## config.mk

```make
export PLATFORM = sky130hd
export DESIGN_NAME = lcg_nibble_reg
export DESIGN_NICKNAME = d
export VERILOG_FILES = /design/src/rtl/lcg_pkg.sv /design/src/rtl/lcg_ctrl.sv /design/src/rtl/lcg_datapath.sv /design/src/rtl/lcg_nibble_reg.sv
export SDC_FILE = /design/constraint.sdc
export NUM_CORES = 1
export LEC_CHECK = 0
export BUFFER_PORTS_ARGS = -buffer_cell sky130_fd_sc_hd__buf_4
export CAP_MARGIN = 20
export CORE_MARGIN = 2
export CORE_UTILIZATION = 40
export DETAILED_ROUTE_END_ITERATION = 10
export PLACE_DENSITY = 0.53
export SETUP_SLACK_MARGIN = 0.1
export SLEW_MARGIN = 10
export SYNTH_ARGS = -nofsm -noshare
export SYNTH_HDL_FRONTEND = slang
export SYNTH_SLANG_ARGS = --single-unit
```

## constraint.sdc

```tcl
create_clock -name clk -period 26.2 [get_ports clk]
set_input_delay 5.24 -clock clk [delete_from_list [all_inputs] [get_ports clk]]
set_output_delay 5.24 -clock clk [all_outputs]
set_load 0.01 [all_outputs]
```

## src/rtl/lcg_pkg.sv

```systemverilog
package lcg_pkg;
  localparam int          STATE_W      = 32;
  localparam int          NIB_W        = 4;
  localparam int          NIB_REPS     = STATE_W / NIB_W;
  localparam logic [31:0] LCG_MUL      = 32'h41C6_4E6D;
  localparam logic [31:0] LCG_INC      = 32'h0000_6073;
  localparam logic [3:0]  ENTROPY_CODE = 4'hF;

  typedef struct packed {
    logic first;    // step starts this cycle
    logic work;     // a multiply slice is processed this cycle
    logic last;     // final slice, commit the new state
    logic loadRep;  // reseed with replicated nibble
    logic loadEnt;  // reseed from entropy word
  } lcgStrb_t;
endpackage

```

## src/rtl/lcg_ctrl.sv

```systemverilog
module lcg_ctrl
  import lcg_pkg::*;
#(
  parameter int STEPS  = 4,
  parameter int IDX_W  = 2,
  parameter int QCNT_W = 4
) (
  input  logic              clk,
  input  logic              rst_n,
  input  logic              rdHit,
  input  logic              wrHit,
  input  logic [3:0]        wrData,
  input  logic              stepReq,
  output lcgStrb_t          strb,
  output logic [IDX_W-1:0]  chunkIdx,
  output logic              busy,
  output logic [QCNT_W-1:0] pendCnt
);
  localparam logic [QCNT_W-1:0] PEND_MAX = '1;
  localparam logic [IDX_W-1:0]  IDX_LAST = IDX_W'(STEPS - 1);

  logic [1:0]      reqCnt;
  logic            start;
  logic [QCNT_W:0] pendSum;
  logic [QCNT_W-1:0] pendNext;

  always_comb begin
    reqCnt   = wrHit ? 2'd0 : ({1'b0, rdHit} + {1'b0, stepReq});
    start    = !wrHit && !busy && ((pendCnt != '0) || (reqCnt != 2'd0));
    pendSum  = {1'b0, pendCnt} + (QCNT_W+1)'(reqCnt) - (QCNT_W+1)'(start);
    pendNext = (pendSum > {1'b0, PEND_MAX}) ? PEND_MAX : pendSum[QCNT_W-1:0];

    strb         = '0;
    strb.loadEnt = wrHit && (wrData == ENTROPY_CODE);
    strb.loadRep = wrHit && (wrData != ENTROPY_CODE);
    strb.first   = start;
    strb.work    = start || (busy && !wrHit);
    strb.last    = (start && (STEPS == 1)) || (busy && !wrHit && (chunkIdx == IDX_LAST));
  end

  always_ff @(posedge clk) begin
    if (!rst_n || wrHit) begin
      busy     <= 1'b0;
      chunkIdx <= '0;
      pendCnt  <= '0;
    end else begin
      pendCnt <= pendNext;
      if (start) begin
        busy     <= (STEPS > 1);
        chunkIdx <= IDX_W'(1);
      end else if (busy) begin
        if (strb.last) busy <= 1'b0;
        chunkIdx <= chunkIdx + 1'b1;
      end
    end
  end
endmodule

```

## src/rtl/lcg_datapath.sv

```systemverilog
module lcg_datapath
  import lcg_pkg::*;
#(
  parameter int CHUNK_W = 8,
  parameter int IDX_W   = 2
) (
  input  logic               clk,
  input  logic               rst_n,
  input  lcgStrb_t           strb,
  input  logic [IDX_W-1:0]   chunkIdx,
  input  logic [3:0]         wrData,
  input  logic [STATE_W-1:0] entropy,
  output logic [STATE_W-1:0] lcgState
);
  logic [STATE_W-1:0] acc, opnd, src, base, partial, sum;
  logic [CHUNK_W-1:0] slice;
  logic [IDX_W-1:0]   idxEff;
  int                 shAmt;

  always_comb begin
    idxEff  = strb.first ? '0 : chunkIdx;
    src     = strb.first ? lcgState : opnd;
    base    = strb.first ? '0 : acc;
    shAmt   = int'(idxEff) * CHUNK_W;
    slice   = src[shAmt +: CHUNK_W];
    partial = (LCG_MUL * STATE_W'(slice)) << shAmt;
    sum     = base + partial;
  end

  always_ff @(posedge clk) begin
    if (!rst_n) begin
      lcgState <= entropy;
      acc      <= '0;
      opnd     <= '0;
    end else if (strb.loadEnt) begin
      lcgState <= entropy;
    end else if (strb.loadRep) begin
      lcgState <= {NIB_REPS{wrData}};
    end else if (strb.work) begin
      if (strb.first) opnd <= lcgState;
      if (strb.last) lcgState <= sum + LCG_INC;
      else           acc      <= sum;
    end
  end
endmodule

```

## src/rtl/lcg_nibble_reg.sv

```systemverilog
module lcg_nibble_reg
  import lcg_pkg::*;
#(
  parameter int              ADDR_W   = 8,
  parameter logic [ADDR_W-1:0] REG_ADDR = 8'hFF,
  parameter int              CHUNK_W  = 8,
  parameter int              QCNT_W   = 4
) (
  input  logic              clk,
  input  logic              rst_n,
  input  logic [ADDR_W-1:0] addr,
  input  logic [3:0]        wrData,
  input  logic              wrEn,
  input  logic              rdEn,
  output logic [3:0]        rdData,
  input  logic [31:0]       entropy,
  input  logic              stepReq
);
  localparam int STEPS = STATE_W / CHUNK_W;
  localparam int IDX_W = (STEPS > 1) ? $clog2(STEPS) : 1;

  lcgStrb_t           strb;
  logic [IDX_W-1:0]   chunkIdx;
  logic               busy;
  logic [QCNT_W-1:0]  pendCnt;
  logic [STATE_W-1:0] lcgState;
  logic               rdHit, wrHit;

  assign rdHit  = rdEn && (addr == REG_ADDR);
  assign wrHit  = wrEn && (addr == REG_ADDR);
  assign rdData = rdHit ? lcgState[3:0] : 4'h0;

  lcg_ctrl #(.STEPS(STEPS), .IDX_W(IDX_W), .QCNT_W(QCNT_W)) u_ctrl (
    .clk(clk), .rst_n(rst_n), .rdHit(rdHit), .wrHit(wrHit), .wrData(wrData),
    .stepReq(stepReq), .strb(strb), .chunkIdx(chunkIdx), .busy(busy), .pendCnt(pendCnt)
  );

  lcg_datapath #(.CHUNK_W(CHUNK_W), .IDX_W(IDX_W)) u_dp (
    .clk(clk), .rst_n(rst_n), .strb(strb), .chunkIdx(chunkIdx), .wrData(wrData),
    .entropy(entropy), .lcgState(lcgState)
  );
endmodule

```

==> impl_metrics.tcl <==
set metrics [dict create \
    outcome "finished, final reports clean" \
    antenna_cells 0 \
    synth_cell_type_count 86 \
    number_of_nets_produced_by_synthesis 1574 \
    timing.setup.tns_ns 0 \
    num_io_pins 53 \
    drv.max_cap_violation_count 0 \
    worst_clock_skew_ns 0.01108 \
    postCtsHoldBufs 0 \
    cts_htree_levels 3 \
    synth_cells 1358 \
    grt_antenna_before_repair 0 \
    first_global_vias 9374 \
    port_buffers 52 \
    synthFlopType "sky130_fd_sc_hd__dfxtp_1" \
    drtAntennaViolNets 0 \
    layout.cells.most_common_list "170 x sky130_fd_sc_hd__nand2_1, 122 x sky130_fd_sc_hd__ha_1, 105 x sky130_fd_sc_hd__inv_1, 96 x sky130_fd_sc_hd__a21oi_1, 73 x sky130_fd_sc_hd__nor2_1" \
    detail_route.drc_violations 0 \
    max_slew_margin 0.3244 \
    worstSkewPairLatency_ns 0.36 \
    count_of_warnings_emitted_by_yosys 0 \
    mostFrequentLayoutCell "sky130_fd_sc_hd__nand2_1" \
    drtIter0Drc 703 \
    detailedPlace.worstSlack_ns 9.691 \
    chipWidth_um 171.2 \
    regToRegEndpoint "u_dp.lcgState[30]$_DFFE_PP_" \
    synth.cell_area_mm2 0.01118 \
    core_mm2 0.02763 \
    clkSlewWorstSetupHoldPaths_ns 0.08 \
    cts-root-to-sink-buffers 2 \
    worst_r2r_startpoint "u_ctrl.pendCnt[0]$_SDFF_PP0_" \
    top_layer_used "met4" \
    route.detailed.vias_per_inst 5.509 \
    worstRegToRegCells 37 \
    synth_seq_area_share 0.2130 \
    post_cts.resized_instances 0 \
    peak_per_stage_delay_on_the_critical_path_ns 0.58 \
    start_point_of_the_critical_path "addr[5]" \
    worst-setup-path-type "input port to register" \
    route.met3.wl_mm 1.259 \
    finalHoldWorstSlack_ns 0.4656 \
    kind_of_capture_point_of_the_worst_setup_path "register" \
    async_reset_ff_frac 0 \
    edff_count_synth 32 \
    global_route.usage.total 0.2465 \
    achievable-frequency_ghz 0.06193 \
    numCtsBuffers 9 \
    die_y_um 171.2 \
    crit_slowest_cell "sky130_fd_sc_hd__buf_4" \
    avgSynthCellArea_um2 8.234 \
    post_route_cells_drive_above_1_share 0.08759 \
    setup-violations-final 0 \
    drt_pass_1_iters 5 \
    path_common_cell "sky130_fd_sc_hd__inv_1" \
    wire_length_of_the_first_global_routing_pass_mm 54.86 \
    cts_tree "done" \
    top_fanout_value_on_the_critical_path 74 \
    die_area_mm2 0.02931 \
    globalplace.congestion 0.9056 \
    cp_data_arrival_time_ns 16.29 \
    max_slew.worst_pin.slew_ns 1.010 \
    synthToLayoutAreaGrowth_pct 8.941 \
    report.final.slew_viol_count 0 \
    grt_start_max_net_pins 75 \
    final_nets 1581 \
    critPathCapture "u_dp.lcgState[30]$_DFFE_PP_" \
    cts-root-buf "sky130_fd_sc_hd__clkbuf_16" \
    grt_setup_unrepaired "false" \
    critPathLaunchType "input port" \
    synth-seq-cells 103 \
    post-route-min-period_ns 16.15 \
    num_vias 9629 \
    timing.final.hold_violations 0 \
    worstPathRequired_ns 26.34 \
    placementRows 61 \
    dp_hpwl_mm 29.05 \
    class_of_the_worst_hold_path "register to register" \
    initial_utilization 0.4047 \
    cts_sinks 103 \
    remaining_overflow_grt 0 \
    reg2reg_setup_slack_ns 15.40 \
    routed-wl-met2_mm 17.14 \
    final_setup_slack_of_the_worst_path_ns 10.05 \
    min_period_over_period 0.6163 \
    route.final.wire_length_mm 35.61 \
    wirelength_met1_mm 16.50 \
    post_cts.repair.setup_buffers 0 \
    post_drt_wl_per_cell_um 20.37 \
]
[metrics by stage]
stage | util | instances | cell area [µm²]
floorplan | - | 1358 | 11180
global placement | 0.4297 | 1732 | 11870
detailed placement | 0.4297 | 1732 | 11870
CTS | 0.4409 | 1748 | 12180
global route | 0.4409 | 1748 | 12180
finish | 0.4409 | 1748 | 12180
[layout make-up]
class / instances / area [µm²]
well taps: 378 / 473.0
clock buffers: 9 / 225.2
inverters: 106 / 397.9
repair buffers: 61 / 457.9
fillers: 2800 / 15450
multi-input cells: 1084 / 8162
clock inverters: 7 / 83.83
flip-flops and latches: 103 / 2382
[synthesized netlist by cell type, drive strengths merged (26+ instances only)]
cell type,n,share of area
a21o,29,0.020
clkbuf,52,0.017
nand2,171,0.057
ha,122,0.14
edfxtp,32,0.086
and2,57,0.032
nor2,75,0.026
fa,45,0.081
nand3,26,0.012
inv,106,0.036
dfxtp,71,0.13
a21oi,98,0.045
xnor2,49,0.039
o21ai,76,0.034
a21boi,53,0.037
[layer usage]
metal	vias to the layer above	track usage
li1	4836	-
met4	0	0.05601
met5	-	0
met1	4596	0.3323
met2	162	0.4155
met3	35	0.03889
[flip-flops by register name (all words and copies together) (netlist names)]
register	count
u_ctrl.busy	1
u_ctrl.chunkIdx	2
u_dp.opnd	32
u_ctrl.pendCnt	4
u_dp.acc	32
u_dp.lcgState	32
[worst max-delay path, delay by kind of cell]
| kind | cells | cell delay, ns |
|---|---|---|
| adders and majority gates | 7 | 2.84 |
| buffers and inverters | 8 | 1.56 |
| xor gates and xnor gates | 1 | 0.15 |
| and+or+nand+nor | 11 | 2.53 |
| AOI/OAI and AO/OA | 14 | 3.94 |
[worst min path at each step]
stage / start / end / slack, ns / cells after the start
CTS: u_dp.acc[0]$_SDFFE_PN0P_ / u_dp.acc[0]$_SDFFE_PN0P_ / 0.47 / 2
global route: u_dp.acc[23]$_SDFFE_PN0P_ / u_dp.acc[23]$_SDFFE_PN0P_ / 0.48 / 2
floorplan: u_dp.acc[11]$_SDFFE_PN0P_ / u_dp.acc[11]$_SDFFE_PN0P_ / 0.44 / 2
finish: u_dp.opnd[11]$_SDFFE_PN0P_ / u_dp.opnd[11]$_SDFFE_PN0P_ / 0.47 / 2
global placement: u_dp.acc[27]$_SDFFE_PN0P_ / u_dp.acc[27]$_SDFFE_PN0P_ / 0.45 / 2
detailed placement: u_dp.acc[0]$_SDFFE_PN0P_ / u_dp.acc[0]$_SDFFE_PN0P_ / 0.45 / 2
[cell families after synthesis]
logic type | Yosys count | synth area share
simple gates | 428 | 0.1866
compound gates | 396 | 0.2428
buf+inv | 171 | 0.05818
fa+ha+maj | 167 | 0.2171
flops | 103 | 0.2130
xor+xnor | 69 | 0.05472
mux | 24 | 0.02753
Power is left out: the tool's default activity adds up to more than one toggle a clock period on the data nets, which glitch-free logic cannot reach.
